File: config.mk
export PLATFORM = sky130hd
export DESIGN_NAME = sync_queue
export DESIGN_NICKNAME = d
export VERILOG_FILES = /design/src/rtl/sync_queue_pkg.sv /design/src/rtl/queue_ptr.sv /design/src/rtl/queue_store.sv /design/src/rtl/queue_flags.sv /design/src/rtl/sync_queue.sv
export SDC_FILE = /design/constraint.sdc
export NUM_CORES = 1
export LEC_CHECK = 0
export ABC_AREA = 0
export CAP_MARGIN = 20
export CORE_ASPECT_RATIO = 1.4
export CORE_MARGIN = 2
export CORE_UTILIZATION = 47
export DETAILED_ROUTE_END_ITERATION = 12
export PLACE_DENSITY = 0.66
export SLEW_MARGIN = 20
export SYNTH_ARGS = -nofsm -noshare
export SYNTH_HDL_FRONTEND = slang
export SYNTH_SLANG_ARGS = --single-unit
File: constraint.sdc
create_clock -name clk -period 3 [get_ports clk]
set_input_delay 0.6 -clock clk [delete_from_list [all_inputs] [get_ports clk]]
set_output_delay 0.6 -clock clk [all_outputs]
set_load 0.05 [all_outputs]
File: src/rtl/sync_queue_pkg.sv
package sync_queue_pkg;

  // Kind of access accepted in a cycle: bit 1 = read, bit 0 = write
  typedef enum logic [1:0] {
    ACC_IDLE = 2'b00,
    ACC_WR   = 2'b01,
    ACC_RD   = 2'b10,
    ACC_BOTH = 2'b11
  } acc_kind_e;

endpackage

File: src/rtl/queue_ptr.sv
module queue_ptr #(
  parameter int DEPTH = 8,
  localparam int AW = (DEPTH > 1) ? $clog2(DEPTH) : 1
) (
  input  logic          clk,
  input  logic          rst,
  input  logic          adv,
  output logic [AW-1:0] ptr,
  output logic [AW-1:0] ptr_inc
);

  // next slot, with explicit wrap so any depth works
  always_comb begin
    if (ptr == AW'(DEPTH - 1)) ptr_inc = '0;
    else                       ptr_inc = ptr + AW'(1);
  end

  always_ff @(posedge clk) begin
    if (rst)      ptr <= '0;
    else if (adv) ptr <= ptr_inc;
  end


  ptr_range_chk: assert property (@(posedge clk) disable iff (rst)
    ptr <= AW'(DEPTH - 1));


  ptr_step_chk: assert property (@(posedge clk) disable iff (rst)
    !adv |=> $stable(ptr));

endmodule

File: src/rtl/queue_store.sv
module queue_store #(
  parameter int DATA_W = 8,
  parameter int DEPTH  = 8,
  localparam int AW = (DEPTH > 1) ? $clog2(DEPTH) : 1
) (
  input  logic              clk,
  input  logic              rst,
  input  logic              we,
  input  logic [AW-1:0]     waddr,
  input  logic [DATA_W-1:0] wdata,
  input  logic              re,
  input  logic [AW-1:0]     raddr,
  output logic [DATA_W-1:0] rdata
);

  logic [DATA_W-1:0] mem [DEPTH];

  // write port: no reset so the array maps onto block RAM
  always_ff @(posedge clk) begin
    if (we) mem[waddr] <= wdata;
  end

  // registered read port with output-register reset
  always_ff @(posedge clk) begin
    if (rst)     rdata <= '0;
    else if (re) rdata <= mem[raddr];
  end


  rdata_hold_chk: assert property (@(posedge clk) disable iff (rst)
    !re |=> $stable(rdata));

endmodule

File: src/rtl/queue_flags.sv
module queue_flags
  import sync_queue_pkg::*;
#(
  parameter int DEPTH = 8,
  localparam int AW = (DEPTH > 1) ? $clog2(DEPTH) : 1
) (
  input  logic          clk,
  input  logic          rst,
  input  acc_kind_e     acc,
  input  logic [AW-1:0] wr_ptr,
  input  logic [AW-1:0] wr_inc,
  input  logic [AW-1:0] rd_ptr,
  input  logic [AW-1:0] rd_inc,
  output logic          full,
  output logic          empty
);

  always_ff @(posedge clk) begin
    if (rst) begin
      full  <= 1'b0;
      empty <= 1'b1;
    end else begin
      unique case (acc)
        ACC_WR: begin
          empty <= 1'b0;
          if (rd_ptr == wr_inc) full <= 1'b1;
        end
        ACC_RD: begin
          full <= 1'b0;
          if (wr_ptr == rd_inc) empty <= 1'b1;
        end
        default: ;  // idle or paired access: flags hold
      endcase
    end
  end


  flags_exclusive_chk: assert property (@(posedge clk) disable iff (rst)
    !(full && empty));


  pair_hold_chk: assert property (@(posedge clk) disable iff (rst)
    acc == ACC_BOTH |=> $stable(full) && $stable(empty));


  write_clears_empty_chk: assert property (@(posedge clk) disable iff (rst)
    acc == ACC_WR |=> !empty);


  read_clears_full_chk: assert property (@(posedge clk) disable iff (rst)
    acc == ACC_RD |=> !full);

endmodule

File: src/rtl/sync_queue.sv
module sync_queue
  import sync_queue_pkg::*;
#(
  parameter int DATA_W = 8,
  parameter int DEPTH  = 8,
  localparam int AW = (DEPTH > 1) ? $clog2(DEPTH) : 1,
  localparam int CW = $clog2(DEPTH + 1)
) (
  input  logic              clk,
  input  logic              rst,
  input  logic              wr_en,
  input  logic [DATA_W-1:0] wr_data,
  input  logic              rd_en,
  output logic [DATA_W-1:0] rd_data,
  output logic              full,
  output logic              empty,
  output logic [CW-1:0]     count
);

  logic          wr_ok, rd_ok;
  logic [AW-1:0] wr_ptr, wr_inc, rd_ptr, rd_inc;
  acc_kind_e     acc;

  // blocking at the boundaries
  assign wr_ok = wr_en && !full;
  assign rd_ok = rd_en && !empty;
  assign acc   = acc_kind_e'({rd_ok, wr_ok});

  queue_ptr #(.DEPTH(DEPTH)) u_wptr (
    .clk(clk), .rst(rst), .adv(wr_ok), .ptr(wr_ptr), .ptr_inc(wr_inc)
  );

  queue_ptr #(.DEPTH(DEPTH)) u_rptr (
    .clk(clk), .rst(rst), .adv(rd_ok), .ptr(rd_ptr), .ptr_inc(rd_inc)
  );

  queue_store #(.DATA_W(DATA_W), .DEPTH(DEPTH)) u_store (
    .clk(clk), .rst(rst),
    .we(wr_ok), .waddr(wr_ptr), .wdata(wr_data),
    .re(rd_ok), .raddr(rd_ptr), .rdata(rd_data)
  );

  queue_flags #(.DEPTH(DEPTH)) u_flags (
    .clk(clk), .rst(rst), .acc(acc),
    .wr_ptr(wr_ptr), .wr_inc(wr_inc),
    .rd_ptr(rd_ptr), .rd_inc(rd_inc),
    .full(full), .empty(empty)
  );

  // occupancy from pointer distance; full disambiguates equal pointers
  always_comb begin
    if (full)                  count = CW'(DEPTH);
    else if (wr_ptr >= rd_ptr) count = CW'(wr_ptr) - CW'(rd_ptr);
    else                       count = CW'(DEPTH) - CW'(rd_ptr) + CW'(wr_ptr);
  end


  no_overflow_chk: assert property (@(posedge clk) disable iff (rst)
    full && wr_en && !rd_en |=> full && $stable(count));


  no_underflow_chk: assert property (@(posedge clk) disable iff (rst)
    empty && rd_en && !wr_en |=> empty && $stable(rd_data));


  read_hold_chk: assert property (@(posedge clk) disable iff (rst)
    !(rd_en && !empty) |=> $stable(rd_data));


  count_range_chk: assert property (@(posedge clk) disable iff (rst)
    (count <= CW'(DEPTH)) && (empty == (count == '0)));


  full_pair_chk: assert property (@(posedge clk) disable iff (rst)
    full && wr_en && rd_en |=> !full && count == CW'(DEPTH - 1));

endmodule

==> reports/metrics.yaml <==
run_status:
  status: "completed"
timing:
  final-hold-violation-count: 0
  tns_ns: 0
  skew_ns: 0.007057
  fin_crit_sh_pct: 94.62
  setup_viol: 0
  final.setup.worst_slack_ns: 0.1614
  rsz0062_at_grt: "no"
  clock.fmax_mhz: 352.3
  holdWs_ns: 0.4509
  max_slew_margin_pct: 66.39
  report.final.slew_viol_count: 0
  layout_min_cycle_time_ns: 2.839
  worstMarginPinSlew_ns: 0.5026
power:
  p_leak_nw: 1.393
  peakVddDrop_uv: 278.0
  power.density_nw_per_um2: 589.5
setup_path:
  r2r-start: "u_rptr.ptr[0]"
  ff2ff_setup_slack_ns: 1.26
  path_max_fanout: 10
  critPathLaunchType: "register"
  cpMostUsedCell: "fa_1"
  cpMaxStageDelayCell: "dfxtp_1"
  critPathMaxStageDelay_ns: 0.57
  worstPathCellList: "fa_1 -> inv_1 -> fa_1 -> nand2_1 -> a21oi_1 -> or3b_4 -> buf_8"
  r2r_cells: 6
  rr_endpoint: "u_flags.empty"
  crit_required_ns: 2.40
  worstSetupEndpointType: "output port"
  worstPathArrival_ns: 2.24
  worst-setup-path-type: "reg -> out"
global_route:
  grt_usage_pct: 18.33
  grt_max_degree: 29
  grt_pass1_wl_mm: 10.13
  grt_pass1_vias: 1939
  grt_overflow: 0
  antenna_found_initial: 0
synthesis:
  ys.warnings.count: 0
  synth.top_cells.by_area: "edfxtp_1 (58%), dfxtp_1 (9.6%), mux4_1 (5.5%)"
  syn_nets: 239
  synth_top_area_cell: "edfxtp_1"
  synth-edff-count: 64
  syn-instance-count: 218
  seq_area_frac_synth_pct: 67.22
  post-synth-top-area-fraction_pct: 57.61
  synth_most_common_cell: "edfxtp_1"
  avgSynthCellArea_um2: 15.30
  ys.flop_type: "edfxtp_1"
  synth.distinct_cells: 30
  netlist_area_um2: 3336
  ys_seq_elements: 80
  ys_top_cells_by_count: "edfxtp_1 (64), nor2_1 (19), dfxtp_1 (16), mux2_2 (16), nand2_1 (13)"
  ys_async_sr_fraction_pct: 0
layout:
  area_growth_pct: 20.37
  antennaDiodeCount: 0
  n_fill_cell: 592
  multiInputGateArea_um2: 1002
  seq_area_um2: 2242
  nets: 281
  layout-drive-gt1-share_pct: 21.51
  final_cells: 360
flow_run:
  maxCapViolations: 0
floorplan:
  fp.coreArea_um2: 6937
  io_pins: 26
  rows: 36
  die_area_um2: 7797
  dieWidth_um: 75.20
  die_h_um: 103.7
  start_util_pct: 48.09
placement:
  dpl_worst_slack_ns: 0.3969
  io_buffer_count: 25
  routabilityCongestion: 0.8026
  dpl.cell_count: 344
  dpl.hpwl_mm: 4.186
clock_network:
  path_clk_slew_ns: 0.08
  cts_setup_buffers: 0
  cts_tree: "built"
  clkSinkCount: 80
  cts_resized: 0
  cts_buffers: 9
  cts_max_level: 3
  cts_hold_buf: 0
  cts_buffer_depth: 2
  worst_skew_pair.late_latency_ns: 0.34
  clockRootBuffer: "clkbuf_8"
route:
  via_per_inst: 5.292
  drt_wl_total_mm: 6.359
  antenna_left: 0
  vias: 1905
  firstDrtPassIters: 4
  drc: 0
  drtIter0Drc: 117
  drt-wirelength-per-cell_um: 17.66
min_path:
  hold_depth: 2
  hold_class: "reg -> reg"
  hold_path_end: "u_store.rdata[3]"
  min_from: "u_store.rdata[3]"
cell families after synthesis:
logic type      count (synthesis)  share of synthesized area (%)
mux                            25                          11.89
compound gates                 27                          5.514
flops                          80                          67.22
fa+ha+maj                       9                          3.826
xor+xnor                        6                          1.575
simple gates                   50                          6.714
buf+inv                        21                          3.263
cell type report:
cell class                      count  area share [%]
Timing Repair Buffer               42           10.28
Clock buffer                       13           3.958
Tap cell                           95           2.960
Inverter                           10          0.9349
Sequential cell                    80           55.84
Multi-Input combinational cell    117           24.96
Clock inverter                      3           1.060
cells in the final DEF, fill, tap and decap left out, drive strengths merged, types with 10 or more instances in the layout:
cell,count
clkdlybuf4s50,21
nor2,19
dfxtp,16
edfxtp,64
inv,10
nand2,13
buf,21
clkbuf,13
mux2,16
worst max-delay path, delay by kind of cell (launching register included):
family	cells	cell delay (ns)
compound gates	1	0.05
fa+ha+maj	2	0.60
buf+inv	2	0.21
flops	1	0.57
simple gates	2	0.47
routing by layer:
metal | GRT usage, % | share of wire (%) | vias up | wire length (µm)
met4 | 7.143 | 2.3 | 0 | 147
met5 | 0 | 0 | - | 0
li1 | - | - | 909 | -
met2 | 30.14 | 52 | 41 | 3304
met1 | 22.85 | 42 | 943 | 2677
met3 | 4.475 | 3.6 | 12 | 230
power breakdown:
| part | total (mW) | internal (mW) | switching, mW |
|---|---|---|---|
| clock | 0.790 | 0.429 | 0.361 |
| combinational | 0.329 | 0.146 | 0.183 |
| sequential | 1.25 | 1.23 | 0.0146 |
| total | 2.37 | 1.81 | 0.559 |
flip-flops by register name, summed over array words and instances (netlist names):
register	count
u_flags.empty	1
u_flags.full	1
u_rptr.ptr	3
u_store.mem	64
u_store.rdata	8
u_wptr.ptr	3
per-stage QoR:
stage | instance area (µm²) | util, % | total power [mW]
3_3_place_gp | 3801 | 54.80 | 1.591
2_1_floorplan | 3336 | - | 1.475
6_report | 4015 | 57.88 | 2.367
5_1_grt | 4015 | 57.88 | 2.469
3_5_place_dp | 3801 | 54.80 | 1.596
4_1_cts | 4003 | 57.70 | 2.378
how the worst max path moves through the flow:
stage,cells after the start,slack [ns],endpoint,startpoint
floorplan,8,0.19,count[2],u_wptr.ptr[0]
global placement,7,0.46,count[3],u_wptr.ptr[1]
detailed placement,10,0.40,count[3],u_wptr.ptr[0]
CTS,10,0.01,count[3],u_wptr.ptr[0]
global route,10,0.03,count[3],u_wptr.ptr[0]
finish,7,0.16,count[3],u_wptr.ptr[1]
(Power assumes the default switching activity.)
